`src/rtl/pm_pkg.sv`:
```
package pm_pkg;
  typedef enum logic {
    MODE_ACTIVE = 1'b0,
    MODE_SLEEP  = 1'b1
  } pm_mode_t;
endpackage

```
`src/rtl/pm_prescaler.sv`:
```
module pm_prescaler #(
  parameter int PRESCALE_DIV = 50000
) (
  input  logic clk_i,
  input  logic rst_i,
  input  logic run_i,
  output logic tick_o
);
  localparam int PRE_W = (PRESCALE_DIV > 1) ? $clog2(PRESCALE_DIV) : 1;
  localparam logic [PRE_W-1:0] LAST = PRE_W'(PRESCALE_DIV - 1);

  logic [PRE_W-1:0] cnt_q;

  // count restarts whenever the qualifying condition drops
  always_ff @(posedge clk_i) begin
    if (rst_i || !run_i) begin
      cnt_q <= '0;
    end else if (cnt_q == LAST) begin
      cnt_q <= '0;
    end else begin
      cnt_q <= cnt_q + 1'b1;
    end
  end

  assign tick_o = run_i && (cnt_q == LAST);

  a_r7_prescale_restart: assert property (@(posedge clk_i) disable iff (rst_i)
    !run_i |=> (cnt_q == '0))
    else $error("R7: prescaler not restarted");
endmodule

```
`src/rtl/pm_window.sv`:
```
module pm_window #(
  parameter int WINDOW_TICKS = 2000
) (
  input  logic clk_i,
  input  logic rst_i,
  input  logic clr_i,
  input  logic tick_i,
  output logic done_o
);
  localparam int TICK_W = $clog2(WINDOW_TICKS + 1);
  localparam logic [TICK_W-1:0] FULL = TICK_W'(WINDOW_TICKS);

  logic [TICK_W-1:0] ticks_q;

  // saturating tick counter for the low window
  always_ff @(posedge clk_i) begin
    if (rst_i || clr_i) begin
      ticks_q <= '0;
    end else if (tick_i && (ticks_q != FULL)) begin
      ticks_q <= ticks_q + 1'b1;
    end
  end

  assign done_o = (ticks_q == FULL);

  a_r7_window_clear: assert property (@(posedge clk_i) disable iff (rst_i)
    clr_i |=> !done_o)
    else $error("R7: window not cleared");
endmodule

```
`src/rtl/pm_mode_fsm.sv`:
```
module pm_mode_fsm
  import pm_pkg::*;
(
  input  logic clk_i,
  input  logic rst_i,
  input  logic bus_low_i,
  input  logic sleep_en_i,
  input  logic window_done_i,
  output logic sleep_o,
  output logic meas_en_o
);
  pm_mode_t mode_q;
  logic     meas_q;
  logic     enter;
  logic     wake;

  assign enter = (mode_q == MODE_ACTIVE) && sleep_en_i && bus_low_i && window_done_i;
  assign wake  = (mode_q == MODE_SLEEP) && !bus_low_i;

  always_ff @(posedge clk_i) begin
    if (rst_i) begin
      mode_q <= MODE_ACTIVE;
      meas_q <= 1'b1;
    end else begin
      if (enter) begin
        mode_q <= MODE_SLEEP;
      end else if (wake) begin
        mode_q <= MODE_ACTIVE;
      end
      // measurement enable trails the wake by one cycle
      meas_q <= !enter && (mode_q == MODE_ACTIVE);
    end
  end

  assign sleep_o   = (mode_q == MODE_SLEEP);
  assign meas_en_o = meas_q;

  a_r3_wake_now: assert property (@(posedge clk_i) disable iff (rst_i)
    (sleep_o && !bus_low_i) |=> !sleep_o)
    else $error("R3: no wake");
  a_r2_disabled_stays_awake: assert property (@(posedge clk_i) disable iff (rst_i)
    (!sleep_o && !sleep_en_i) |=> !sleep_o)
    else $error("R2: slept while disabled");
  a_r4_enable_clear_no_wake: assert property (@(posedge clk_i) disable iff (rst_i)
    (sleep_o && bus_low_i && !sleep_en_i) |=> sleep_o)
    else $error("R4: woke on enable clear");
  a_r5_exclusive: assert property (@(posedge clk_i) disable iff (rst_i)
    !(sleep_o && meas_en_o))
    else $error("R5: both outputs high");
  a_r6_meas_returns: assert property (@(posedge clk_i) disable iff (rst_i)
    $fell(sleep_o) |=> meas_en_o)
    else $error("R6: measurement enable late");
  a_r1_entry_needs_low: assert property (@(posedge clk_i) disable iff (rst_i)
    (!sleep_o && !bus_low_i) |=> !sleep_o)
    else $error("R1: slept with a line high");
endmodule

```
`src/rtl/bus_idle_sleep_ctrl.sv`:
```
module bus_idle_sleep_ctrl #(
  parameter int PRESCALE_DIV = 50000,
  parameter int WINDOW_TICKS = 2000
) (
  input  logic clk_i,
  input  logic rst_i,
  input  logic scl_i,
  input  logic sda_i,
  input  logic sleep_en_i,
  output logic sleep_o,
  output logic meas_en_o
);
  logic bus_low;
  logic qualify;
  logic tick;
  logic window_done;
  logic sleep_int;

  assign bus_low = !scl_i && !sda_i;
  assign qualify = bus_low && sleep_en_i && !sleep_int;

  pm_prescaler #(.PRESCALE_DIV(PRESCALE_DIV)) u_pre (
    .clk_i  (clk_i),
    .rst_i  (rst_i),
    .run_i  (qualify),
    .tick_o (tick)
  );

  pm_window #(.WINDOW_TICKS(WINDOW_TICKS)) u_win (
    .clk_i  (clk_i),
    .rst_i  (rst_i),
    .clr_i  (!qualify),
    .tick_i (tick),
    .done_o (window_done)
  );

  pm_mode_fsm u_fsm (
    .clk_i         (clk_i),
    .rst_i         (rst_i),
    .bus_low_i     (bus_low),
    .sleep_en_i    (sleep_en_i),
    .window_done_i (window_done),
    .sleep_o       (sleep_int),
    .meas_en_o     (meas_en_o)
  );

  assign sleep_o = sleep_int;
endmodule

```
`config.mk`:
```
export PLATFORM = sky130hd
export DESIGN_NAME = bus_idle_sleep_ctrl
export DESIGN_NICKNAME = d
export VERILOG_FILES = /design/src/rtl/pm_pkg.sv /design/src/rtl/pm_prescaler.sv /design/src/rtl/pm_window.sv /design/src/rtl/pm_mode_fsm.sv /design/src/rtl/bus_idle_sleep_ctrl.sv
export SDC_FILE = /design/constraint.sdc
export NUM_CORES = 1
export LEC_CHECK = 0
export BUFFER_PORTS_ARGS = -buffer_cell sky130_fd_sc_hd__buf_2
export CORE_UTILIZATION = 23
export CTS_BUF_LIST = sky130_fd_sc_hd__clkbuf_4
export DETAILED_ROUTE_END_ITERATION = 8
export HOLD_SLACK_MARGIN = 0.05
export SLEW_MARGIN = 40
export SYNTH_ARGS = -nofsm -noshare
export SYNTH_HDL_FRONTEND = slang
export SYNTH_HIERARCHICAL = 1
export SYNTH_SLANG_ARGS = --single-unit
export TNS_END_PERCENT = 20
```
`constraint.sdc`:
```
create_clock -name clk_i -period 2.9 [get_ports clk_i]
set_clock_uncertainty 0.05 [all_clocks]
set_input_delay 0.58 -clock clk_i [delete_from_list [all_inputs] [get_ports clk_i]]
set_output_delay 0.58 -clock clk_i [all_outputs]
set_load 0.005 [all_outputs]
```
==> summary.md, run 1 <==
| Metric | Value |
|---|---|
| TritonRoute pass-1 iters | 4 |
| CP max FO | 7 |
| Fin util | roughly 27% |
| Placed wire-length estimate | about 1.8 mm |
| Worst Slack Setup Final | about 0.53 ns |
| CTS Buf Count | 5 |
| Routed vias | around 1100 |
| Hold Crit Class | in2reg |
| Clk slew on worst S/H paths | 0.10 ns |
| Min cycle time layout | between 2 and 2.5 ns |
| Area leader, netlist | dfxtp_1 |
| Power density cells | approximately 430 nW/um^2 |
| Area after DPL | 1470 um^2 |
| # rows | 27 |
| IO buf count | 6 |
| CTS tree | yes |
| Worst setup EP type | register |
| Pre-CTS WS | around 0.55 ns |
| CP required | ~3.1 ns |
| Number of distinct library cells after synthesis | 38 |
| Bufs and invs on worst path | 1 |
| Period utilisation layout | between 80% and 90% |
| Register area share after synthesis | a little over two fifths |
| Remaining antenna violation count | 0 |
| EDFF count, synth | 0 |
| Main synth FF type | dfxtp_1 |
| Via-to-Cell Ratio | roughly 4.7 |
| Synth Instances | 156 |
| Mapped Area | approximately 1400 um^2 |
| Critical path type | reg2reg |
| Die ar. | 6280 um^2 |
| Syn_area_per_cell | around 9 um^2 |
| Most frequent cells in the layout | dfxtp_1 (29), nor2_1 (27), xnor2_1 (15), inv_1 (9), nand2_1 (9) |
| Die Width | between 70 and 80 um |
| Total track usage | approximately a tenth |
| Number of H-tree levels | 2 |
| Flops & latches, synth | 29 |
| Status | complete, no violations |
| Resized cells post-CTS | 0 |
| Clock network power share | about 37% |
| Post-synthesis compound-gate area fraction | under 10% |
| Detailed Route WL | roughly 2.6 mm |
| Worst Path Arrival | 2.60 ns |
| FF-to-FF path depth | 7 |
| Post-synthesis mux area share | 0% |
| Num Clock Sinks | 29 |
| Top post-synthesis cells by area | dfxtp_1 (42%), xnor2_1 (9.6%), nor2_1 (7.4%) |
| First-pass GRT wire length | about 4.5 mm |
| Slew HR | roughly 62% |
| Crit-path slowest cell | or4_1 |
| Hold buffer count at cts | 0 |
| Sw Ratio | 24.0% |
| Pins over their slew limit | 0 |
| Max Buffers Root-to-Sink | 2 |
| Min Hold Slack | 0.405 ns |
| Nets | between 150 and 200 |
| Switch Pwr | roughly 160 uW |
| Fin. Hold Viols | 0 |
| Gate power share | under 10% |
| Critical path depth | 7 |
| Max frequency | 422 MHz |
| Post-CTS setup buffer count | 0 |
| Max rail drop VDD | roughly 0.21 mV |
| Critical path's most frequent cell | or4_1 |
| Root buf cell | clkbuf_4 |
| Crit start category | register |
| Hold depth | 2 |
| Die height | 79.2 um |
| Simple-gate share of the synthesized area | 31.1% |
| Final Instance Area | 1520 um^2 |
| Vias in the first global route | about 1000 |
| Largest delay share family, worst path | simple AND/OR/NAND/NOR gates |
| Synth warnings | 6 |
| Avg WL per Cell | between 10 and 15 um |
| Main combinational cell family by area after synthesis | simple AND/OR/NAND/NOR gates |
| Clk_lat worst skew | about 0.34 ns |
| Ant. Diodes | 0 |
| Xor/xnor share of the synthesized area | between 10% and 20% |
| RSZ-0062 raised after global routing | no |
| Initial Utilization | roughly a quarter |
| CP cell instances | or4_1, nor4_2, and2_1, inv_1, a41o_1, or4_1, nand2_1 |
| Worst Tran Pin Value | 0.577 ns |
| Largest net degree at the start of global routing | 17 |
| DRC Markers | 0 |
| Flop pwr share | between 60% and 70% |
| Area delta synth->final | 11.1% |
| Async SR Flop Fraction | 0% |
| Ports | 7 |
| Leakage | around 0.44 nW |
| DR iter-0 viols | 78 |
| Adder-Cell Fraction of Synth Area | approximately 2.7% |
| Synth top area share | a little over two fifths |
| Commonest non-fill, non-tap cell in the layout | dfxtp_1 |
| Final setup vio count | 0 |
| Syn nets | 164 |
| Layout cells sized above 1 | between 10% and 20% |
| GP Congestion | 0.769 |
| Initial antenna violation count | 0 |
| CP peak stage delay | between 0.5 and 0.6 ns |
| Power Internal | roughly 500 uW |
| Max cap viols | 0 |
| Grt ovf | 0 |
| CORE AREA | 5640 um^2 |
| Fin Setup TNS | 0 ns |
## power groups by stage
stage | combinational [mW] | sequential (mW) | clock (mW)
after floorplan | 0.00653 | 0.408 | 0
after global placement | 0.0108 | 0.408 | 0
after detailed placement | 0.0108 | 0.408 | 0
after CTS | 0.0109 | 0.399 | 0.252
after global routing | 0.0122 | 0.399 | 0.277
final | 0.0110 | 0.399 | 0.240
## stage by stage
stage	total power, mW	instances
6_report	0.650	239
5_1_grt	0.688	239
4_1_cts	0.661	239
3_5_place_dp	0.419	231
3_3_place_gp	0.419	231
2_1_floorplan	0.414	156
## flip-flops by register name (all words and copies together) (netlist names)
signal	flops
u_fsm/meas_en_o	1
u_fsm/sleep_o	1
u_pre/cnt_q	16
u_win/ticks_q	11
## per-layer routing
layer / part of all wire [%] / GRT usage [%] / vias up / routed length [um]
met5: 0 / 0 / - / 0
met4: 2.1 / 5.82 / 0 / 54
met3: 3.2 / 3.10 / 6 / 83
met2: 44 / 13.7 / 19 / 1120
met1: 51 / 11.7 / 529 / 1320
li1: - / - / 571 / -
## kinds of logic after synthesis
group                      after synthesis
buffers and inverters                   12
xor gates and xnor gates                19
AOI/OAI and AO/OA                       15
DFF                                     29
adders and majority gates                3
and+or+nand+nor                         78
## cell type report
cell class	instances	area, um^2
Timing Repair Buffer	6	30.0
Sequential cell	29	581
Fill cell	596	4120
Clock inverter	3	17.5
Clock buffer	5	37.5
Tap cell	72	90.1
Multi-Input combinational cell	115	734
Inverter	9	33.8
## worst paths after layout
kind,startpoint,to,slack (ns)
max,u_pre/cnt_q[11],u_win/ticks_q[2],0.53
min,rst_i,u_fsm/sleep_o,0.40
max reg2reg,u_pre/cnt_q[11],u_win/ticks_q[2],0.53
min reg2reg,u_pre/cnt_q[0],u_pre/cnt_q[0],0.42
## synth_stat cells (2+ instances only)
| master | count |
|---|---|
| dfxtp_1 | 29 |
| nor2_1 | 27 |
| xnor2_1 | 15 |
| inv_1 | 9 |
| nand2_1 | 9 |
| nand3_1 | 8 |
| nand4_1 | 7 |
| a21oi_1 | 5 |
| nor4_1 | 5 |
| nor3_1 | 4 |
| xor2_1 | 4 |
| ha_1 | 3 |
| a31oi_1 | 2 |
| a41o_1 | 2 |
| o21ai_0 | 2 |
| or3_1 | 2 |
| or4_1 | 2 |
Power figures use the tool's default switching activity.
==> inputs of run 2 (changes only) <==
==> constraint.sdc (replaced) <==
create_clock -name clk_i -period 2.25 [get_ports clk_i]
set_clock_uncertainty 0.05 [all_clocks]
set_input_delay 0.45 -clock clk_i [delete_from_list [all_inputs] [get_ports clk_i]]
set_output_delay 0.45 -clock clk_i [all_outputs]
set_load 0.005 [all_outputs]
==> summary.md, run 2 (synthesized netlist as in run 1, its figures left out) <==
| Metric | Value |
|---|---|
| Critical path type | reg2reg |
| Commonest non-fill, non-tap cell in the layout | dfxtp_1 |
| Fin. Hold Viols | 0 |
| CTS Buf Count | 5 |
| Power density cells | around 530 nW/um^2 |
| TritonRoute pass-1 iters | 4 |
| Hold path endpoint | u_fsm/sleep_o |
| Ports | 7 |
| Hold Path Origin | rst_i |
| Hold Crit Class | in2reg |
| Number of H-tree levels | 2 |
| Via-to-Cell Ratio | approximately 4.5 |
| Remaining antenna violation count | 0 |
| Clk slew on worst S/H paths | approximately 0.1 ns |
| Die Width | approximately 80 um |
| CP peak stage delay | between 0.5 and 0.6 ns |
| Ant. Diodes | 0 |
| Final setup vio count | 0 |
| Crit-path slowest cell | or4_4 |
| Top Registers | u_pre/cnt_q (16), u_win/ticks_q (11) |
| Max Buffers Root-to-Sink | 2 |
| DR iter-0 viols | 37 |
| CORE AREA | ~5600 um^2 |
| CP cell instances | or4_4, nor4_4, and2_4, inv_1, a41o_1, or4_1, nand2_1 |
| GP Congestion | around 0.74 |
| Bufs and invs on worst path | 1 |
| Fin util | between 20% and 30% |
| Slew HR | 64.0% |
| Period utilisation layout | between 90 and 100% |
| Most frequent cells in the layout | dfxtp_1 (28), nor2_1 (27), xnor2_1 (15), inv_1 (9), nand2_1 (9) |
| Largest net degree at the start of global routing | 17 |
| Fill count | between 500 and 600 |
| Max reg flops | 16 |
| Initial Utilization | around a quarter |
| Biggest register | u_pre/cnt_q |
| Nets | approximately 180 |
| Worst Path Arrival | ~2.4 ns |
| Largest delay share family, worst path | simple AND/OR/NAND/NOR gates |
| Hold depth | 2 |
| Crit start category | register |
| Setup slack, reg-to-reg | between 0.1 and 0.15 ns |
| IO buf count | 6 |
| RSZ-0062 raised after global routing | no |
| FF-to-FF path depth | 7 |
| Worst setup EP type | register |
| CP required | between 2 and 2.5 ns |
| Initial antenna violation count | 0 |
| Detailed Route WL | 2.49 mm |
| Clk_lat worst skew | 0.34 ns |
| CTS tree | yes |
| Max frequency | 471 MHz |
| Routed vias | around 1100 |
| First-pass GRT wire length | about 4.4 mm |
| Root buf cell | clkbuf_4 |
| Layout cells sized above 1 | between 10% and 20% |
| Status | complete, no violations |
| Pre-CTS WS | 0.0631 ns |
| Avg WL per Cell | about 10 um |
| # rows | 27 |
| Worst Tran Pin Value | 0.541 ns |
| Worst Slack Setup Final | 0.126 ns |
| Fin Setup TNS | 0 ns |
| Grt ovf | 0 |
| Worst r2r dst | u_win/ticks_q[2] |
| Die ar. | 6280 um^2 |
| Die height | a little under 80 um |
| Max rail drop VDD | roughly 0.21 mV |
| Num Clock Sinks | 29 |
| CP max FO | 6 |
| Placed wire-length estimate | about 1.8 mm |
| Leakage | between 0.4 and 0.5 nW |
| DRC Markers | 0 |
| Max cap viols | 0 |
| Reg2reg start | u_pre/cnt_q[10] |
| Pins over their slew limit | 0 |
| Total track usage | roughly 9.0% |
| Vias in the first global route | roughly 1000 |
| Hold buffer count at cts | 0 |
| Area delta synth->final | 16.7% |
| Min cycle time layout | 2.12 ns |
-- run 2: cell type report --
cell class / instances / area, um^2 / area share, %
Timing Repair Buffer: 14 / 90.1 / 5.63
Multi-Input combinational cell: 115 / 749 / 46.8
Sequential cell: 29 / 582 / 36.4
Tap cell: 72 / 90.1 / 5.63
Clock inverter: 2 / 10.0 / 0.625
Clock buffer: 6 / 45.0 / 2.81
Inverter: 9 / 33.8 / 2.11
-- run 2: routing by layer --
metal,share of wire [%],wire length (um),GRT usage [%]
met4,1.5,38,5.45
met2,45,1110,14.1
met3,3.2,79,2.07
met1,51,1260,11.2
met5,0,0,0
-- run 2: how the worst max path moves through the flow --
stage	startpoint	end	slack, ns	cells after the start
CTS	u_pre/cnt_q[10]	u_win/ticks_q[2]	0.02	7
detailed placement	u_pre/cnt_q[10]	u_win/ticks_q[2]	0.06	7
global placement	u_pre/cnt_q[10]	u_win/ticks_q[2]	0.09	7
global route	u_pre/cnt_q[1]	u_win/ticks_q[2]	0.008	8
finish	u_pre/cnt_q[10]	u_win/ticks_q[2]	0.13	7
floorplan	u_pre/cnt_q[11]	u_win/ticks_q[2]	0.05	7
-- run 2: stage by stage --
stage / instance area [um^2] / std cells / hold slack (ns) / power [mW]
global route: 1600 / 247 / 0.278 / 0.887
floorplan: 1370 / 156 / 0.380 / 0.534
finish: 1600 / 247 / 0.273 / 0.842
detailed placement: 1530 / 239 / 0.458 / 0.541
CTS: 1580 / 247 / 0.260 / 0.859
global placement: 1530 / 239 / 0.455 / 0.541
-- run 2: timing repair --
action,CTS,global route
setup buffers,0,0
gates resized for setup,0,5
setup endpoints to repair,0,7
-- run 2: power breakdown --
| group | internal (mW) | total (mW) | leakage [nW] | switching, mW |
|---|---|---|---|---|
| sequential | 0.513 | 0.514 | 0.234 | 0.000282 |
| combinational | 0.00642 | 0.0152 | 0.215 | 0.00875 |
| clock | 0.131 | 0.313 | 0.0354 | 0.182 |
